File: src/rtl/crc_matrix_engine.sv
module crc_matrix_engine #(
  parameter int CRC_W  = 32,
  parameter int DATA_W = 32,
  localparam int COLS  = (DATA_W > CRC_W) ? DATA_W : CRC_W,
  localparam int IDX_W = (CRC_W > 1) ? $clog2(CRC_W) : 1
) (
  input  logic              clk,
  input  logic              rst_n,
  input  logic              clear,
  input  logic              word_valid,
  input  logic [DATA_W-1:0] word_data,
  input  logic              row_we,
  input  logic [IDX_W-1:0]  row_idx,
  input  logic [COLS-1:0]   row_data,
  output logic [CRC_W-1:0]  crc_out
);
  localparam logic [IDX_W:0] ROWS = CRC_W[IDX_W:0];

  logic [COLS-1:0]  mat_q [CRC_W];
  logic [CRC_W-1:0] crc_q;
  logic [CRC_W-1:0] crc_nxt;
  logic [COLS-1:0]  mix;
  logic             row_ok;

  always_comb begin
    mix = '0;
    mix[COLS-1 -: CRC_W]  = crc_q;
    mix[COLS-1 -: DATA_W] = mix[COLS-1 -: DATA_W] ^ word_data;
  end

  for (genvar g = 0; g < CRC_W; g++) begin : g_row
    assign crc_nxt[g] = ^(mat_q[g] & mix);
  end

  assign row_ok = row_we && !word_valid && ({1'b0, row_idx} < ROWS);

  always_ff @(posedge clk) begin
    if (!rst_n) begin
      for (int r = 0; r < CRC_W; r++) mat_q[r] <= '0;
    end else if (row_ok) begin
      mat_q[row_idx] <= row_data;
    end
  end

  always_ff @(posedge clk) begin
    if (!rst_n)          crc_q <= '0;
    else if (clear)      crc_q <= '0;
    else if (word_valid) crc_q <= crc_nxt;
  end

  assign crc_out = crc_q;
endmodule


File: config.mk
export PLATFORM = sky130hd
export DESIGN_NAME = crc_matrix_engine
export DESIGN_NICKNAME = d
export VERILOG_FILES = /design/src/rtl/crc_matrix_engine.sv
export SDC_FILE = /design/constraint.sdc
export NUM_CORES = 2
export LEC_CHECK = 0
export BUFFER_PORTS_ARGS = -buffer_cell sky130_fd_sc_hd__clkbuf_2
export CORE_MARGIN = 10
export CORE_UTILIZATION = 63
export CTS_CLUSTER_SIZE = 20
export DETAILED_ROUTE_END_ITERATION = 6
export PLACE_DENSITY = 0.8
export SETUP_SLACK_MARGIN = 0.1
export SKIP_CTS_REPAIR_TIMING = 1
export SLEW_MARGIN = 20
export SYNTH_ARGS = -nofsm -noshare
export SYNTH_HDL_FRONTEND = slang
export SYNTH_SLANG_ARGS = --single-unit
File: constraint.sdc
create_clock -name clk -period 7.8 [get_ports clk]
set_clock_uncertainty 0.05 [all_clocks]
set_input_delay 1.95 -clock clk [delete_from_list [all_inputs] [get_ports clk]]
set_output_delay 1.95 -clock clk [all_outputs]
set_load 0.05 [all_outputs]
==> impl_metrics.sql <==
INSERT INTO impl_metrics (metric_group, metric, value, unit) VALUES
('run_status', 'outcome', 'completed', ''),
('critical_path', 'worst_r2r_startpoint', 'crc_out[3]', ''),
('die', 'design.core.area', '93470', 'µm²'),
('global_route', 'grt_first_pass_wirelength', '264.7', 'mm'),
('critical_path', 'category_of_the_worst_setup_path_launch_point', 'input pin', ''),
('synthesis', 'synth_top_cell_area_share', '0.5175', ''),
('synthesis', 'asyncSetResetFlopFracSynth', '0', ''),
('routing', 'detail-route-antenna-nets', '0', ''),
('finish', 'nNetsFinal', '5209', ''),
('synthesis', 'ys.flop_type', 'sky130_fd_sc_hd__edfxtp_1', ''),
('critical_path', 'worstPathRequired', '8.37', 'ns'),
('critical_path', 'worst_setup_path_startpoint', 'word_data[7]', ''),
('critical_path', 'worst-path-max-fanout', '31', ''),
('timing', 'final-hold-violation-count', '0', ''),
('hold_path', 'hp-class', 'flop to flop', ''),
('finish', 'final_area', '65160', 'µm²'),
('global_route', 'first_global_vias', '43901', ''),
('clocking', 'numClockSinks', '1056', ''),
('clocking', 'clk_transition_reported_paths', '0.06', 'ns'),
('finish', 'syn2layout_area_growth', '9.648', '%'),
('routing', 'routedWlPerCell', '27.55', 'µm'),
('power_and_ir_drop', 'static-leakage-power', '27.09', 'nW'),
('routing', 'finalWirelength', '179.1', 'mm'),
('global_route', 'grt_start_max_net_pins', '68', ''),
('routing', 'route.vias.total', '46122', ''),
('die', 'die_width', '327.1', 'µm'),
('global_route', 'initial_antenna_violation_count', '20', ''),
('timing', 'final-setup-viol-count', '0', ''),
('die', 'placementRows', '112', ''),
('die', 'io_pins', '106', ''),
('timing', 'maxSlewViolCount', '0', ''),
('routing', 'vias_per_cell', '7.092', ''),
('timing', 'final.setup.tns', '0', 'ns'),
('placed_design', 'post-dp-hpwl', '102.2', 'mm'),
('critical_path', 'cp.arrival', '5.11', 'ns'),
('die', 'vertical_die_dimension', '327.1', 'µm'),
('synthesis', 'ys.warnings.count', '0', ''),
('synthesis', 'ys_top_cells_by_area', 'sky130_fd_sc_hd__edfxtp_1, sky130_fd_sc_hd__and2_1, sky130_fd_sc_hd__o211a_1, sky130_fd_sc_hd__a211o_1, sky130_fd_sc_hd__o211ai_1', ''),
('synthesis', 'synthesis.area_per_instance', '11.47', 'µm²'),
('timing', 'final_min_period_over_clock_period', '0.5824', ''),
('power_and_ir_drop', 'power_per_cell_area', '235.7', 'nW/µm²'),
('synthesis', 'synth_seq_area_share', '0.5282', ''),
('synthesis', 'synth.lib_cells_used.distinct', '30', ''),
('synthesis', 'synth.cells.most_frequent', 'sky130_fd_sc_hd__and2_1, sky130_fd_sc_hd__edfxtp_1, sky130_fd_sc_hd__a211o_1, sky130_fd_sc_hd__inv_1, sky130_fd_sc_hd__o211ai_1', ''),
('timing', 'rsz0062_at_grt', 'no', ''),
('die', 'fp.dieArea', '107000', 'µm²'),
('placed_design', 'dpl-instance-area', '61680', 'µm²'),
('timing', 'worst_rel_slew_slack', '0.1884', ''),
('routing', 'drcViolationCount', '0', ''),
('clocking', 'cts-htree-levels', '3', ''),
('critical_path', 'critPathCaptureType', 'flop', ''),
('critical_path', 'criticalPathCategory', 'input pin to flop', ''),
('placed_design', 'place.gp.congestion', '0.8360', ''),
('die', 'start_util', '0.6358', ''),
('synthesis', 'synth-seq-cells', '1056', ''),
('timing', 'layout_min_cycle_time', '4.543', 'ns'),
('synthesis', 'mappedNetlistArea', '59420', 'µm²'),
('run', 'drv_cap', '0', ''),
('timing', 'fmax', '220.1', 'MHz'),
('clocking', 'cts_tree', 'done', ''),
('routing', 'iteration_0_drc_count_of_the_detailed_router', '5990', ''),
('global_route', 'globalRoute.totalOverflow', '0', ''),
('hold_path', 'min_from', 'crc_out[14]', ''),
('finish', 'share_of_final_layout_standard_cells_stronger_than_drive_strength_1', '0.09254', ''),
('synthesis', 'synth_enable_flop_cells', '1024', ''),
('synthesis', 'post_synth_inst_count', '5182', ''),
('clocking', 'numCtsBuffers', '109', ''),
('power_and_ir_drop', 'worst_vdd_rail_ir_drop', '0.0001835', 'V'),
('clocking', 'clock_latency', '0.70', 'ns'),
('synthesis', 'synth_fp_nets', '5256', ''),
('placed_design', 'port-buffer-count', '105', ''),
('clocking', 'clk_root_buffer_cell', 'sky130_fd_sc_hd__clkbuf_16', ''),
('global_route', 'grtUsageTotal', '0.3250', ''),
('synthesis', 'post-synth-top-area-cell', 'sky130_fd_sc_hd__edfxtp_1', ''),
('timing', 'transition_time_of_the_tightest_slew_check_pin', '1.217', 'ns'),
('routing', 'drt_first_pass_iters', '6', ''),
('clocking', 'clockBufferDepth', '3', ''),
('finish', 'fill_cells', '6609', '');
[layout make-up]
class | instances | area (µm²) | share of cell area
Tap cell | 1254 | 1569 | 0.02408
Inverter | 512 | 1922 | 0.02950
Timing Repair Buffer | 245 | 1624 | 0.02493
Clock inverter | 49 | 347.8 | 0.005338
Sequential cell | 1056 | 31390 | 0.4818
Antenna cell | 19 | 47.55 | 0.0007297
Multi-Input combinational cell | 3211 | 25250 | 0.3875
Clock buffer | 157 | 3009 | 0.04618
[layer usage]
| layer | GRT usage | vias up | part of all wire |
|---|---|---|---|
| li1 | - | 19988 | - |
| met1 | 0.4215 | 22523 | 0.37 |
| met2 | 0.5185 | 2985 | 0.46 |
| met3 | 0.05856 | 624 | 0.12 |
| met4 | 0.1731 | 2 | 0.055 |
| met5 | 0 | - | 0.000073 |
[sequential cells by signal (all words and copies together), names as in the netlist]
name / flops
crc_out: 32
mat_q: 1024
[layout by cell type, fill, tap and decap left out, types with 2 or more instances in the layout]
| master | Yosys | routed |
|---|---|---|
| sky130_fd_sc_hd__and2_1 | 1024 | 1024 |
| sky130_fd_sc_hd__edfxtp_1 | 1024 | 1024 |
| sky130_fd_sc_hd__inv_1 | 512 | 512 |
| sky130_fd_sc_hd__o211ai_1 | 512 | 512 |
| sky130_fd_sc_hd__a211o_1 | 512 | 512 |
| sky130_fd_sc_hd__a211oi_1 | 480 | 480 |
| sky130_fd_sc_hd__o211a_1 | 480 | 480 |
| sky130_fd_sc_hd__buf_4 | 3 | 138 |
| sky130_fd_sc_hd__clkbuf_16 | 0 | 110 |
| sky130_fd_sc_hd__clkbuf_2 | 0 | 104 |
| sky130_fd_sc_hd__clkbuf_1 | 331 | 39 |
| sky130_fd_sc_hd__o21ai_0 | 64 | 32 |
| sky130_fd_sc_hd__a31oi_1 | 32 | 32 |
| sky130_fd_sc_hd__dfxtp_1 | 32 | 32 |
| sky130_fd_sc_hd__nor2_1 | 33 | 26 |
| sky130_fd_sc_hd__o21ai_2 | 0 | 24 |
| sky130_fd_sc_hd__clkinv_2 | 0 | 21 |
| sky130_fd_sc_hd__diode_2 | 0 | 19 |
| sky130_fd_sc_hd__clkinv_1 | 0 | 19 |
| sky130_fd_sc_hd__xnor2_2 | 6 | 17 |
| sky130_fd_sc_hd__xor2_4 | 1 | 16 |
| sky130_fd_sc_hd__o21ai_4 | 0 | 8 |
| sky130_fd_sc_hd__xnor2_4 | 0 | 8 |
| sky130_fd_sc_hd__clkbuf_8 | 0 | 8 |
| sky130_fd_sc_hd__xor2_2 | 3 | 7 |
| sky130_fd_sc_hd__xor2_1 | 25 | 6 |
| sky130_fd_sc_hd__nor2_2 | 0 | 4 |
| sky130_fd_sc_hd__xnor2_1 | 23 | 4 |
| sky130_fd_sc_hd__inv_6 | 0 | 4 |
| sky130_fd_sc_hd__bufinv_16 | 0 | 4 |
| sky130_fd_sc_hd__or3_1 | 3 | 3 |
| sky130_fd_sc_hd__nand3b_1 | 3 | 3 |
| sky130_fd_sc_hd__nor2_4 | 0 | 3 |
| sky130_fd_sc_hd__or3b_2 | 2 | 2 |
| sky130_fd_sc_hd__nand3_1 | 2 | 2 |
| sky130_fd_sc_hd__nand2_1 | 2 | 2 |
| sky130_fd_sc_hd__buf_12 | 0 | 2 |
[worst paths after layout]
check,cells past startpoint,to,slack (ns)
max,9,crc_out[6],3.26
min,2,crc_out[14],0.59
max reg2reg,8,crc_out[30],3.90
min reg2reg,2,crc_out[14],0.59
[per-stage QoR]
step / setup slack (ns) / utilization / power (W) / hold slack [ns] / instances
final: 3.257 / 0.6971 / 0.01536 / 0.5913 / 6503
after global routing: 3.152 / 0.6966 / 0.01582 / 0.6291 / 6485
after CTS: 3.376 / 0.6958 / 0.01525 / 0.5785 / 6483
after detailed placement: 2.679 / 0.6599 / 0.01030 / 0.5693 / 6277
after global placement: 2.782 / 0.6599 / 0.01016 / 0.5809 / 6277
after floorplan: 2.165 / - / 0.009203 / 0.7216 / 5182
[power by group]
part	internal, W	switching (W)
Combinational	0.00126	0.00238
Clock	0.00280	0.00222
Sequential	0.00652	0.000178
Total	0.0106	0.00478
[kinds of logic (layout without fill, tap and decap cells)]
family,Yosys count,in the layout,share of synthesized area
AO/OA/AOI/OAI,2080,2080,0.2904
XOR/XNOR,58,58,0.01000
AND/OR/NAND/NOR,1073,1073,0.1116
buffers and inverters,915,963,0.05975
flip-flops,1056,1056,0.5282
other,0,19,0
[worst max-delay path, cell delays in order]
cell and delay (ns):
sky130_fd_sc_hd__clkbuf_2 0.13, sky130_fd_sc_hd__xor2_4 0.88, sky130_fd_sc_hd__buf_4 0.51, sky130_fd_sc_hd__o211ai_1 0.23
sky130_fd_sc_hd__a211o_1 0.32, sky130_fd_sc_hd__a211oi_1 0.35, sky130_fd_sc_hd__o211ai_1 0.20, sky130_fd_sc_hd__a211o_1 0.29
sky130_fd_sc_hd__a31oi_1 0.16
Power figures use the tool's default switching activity.
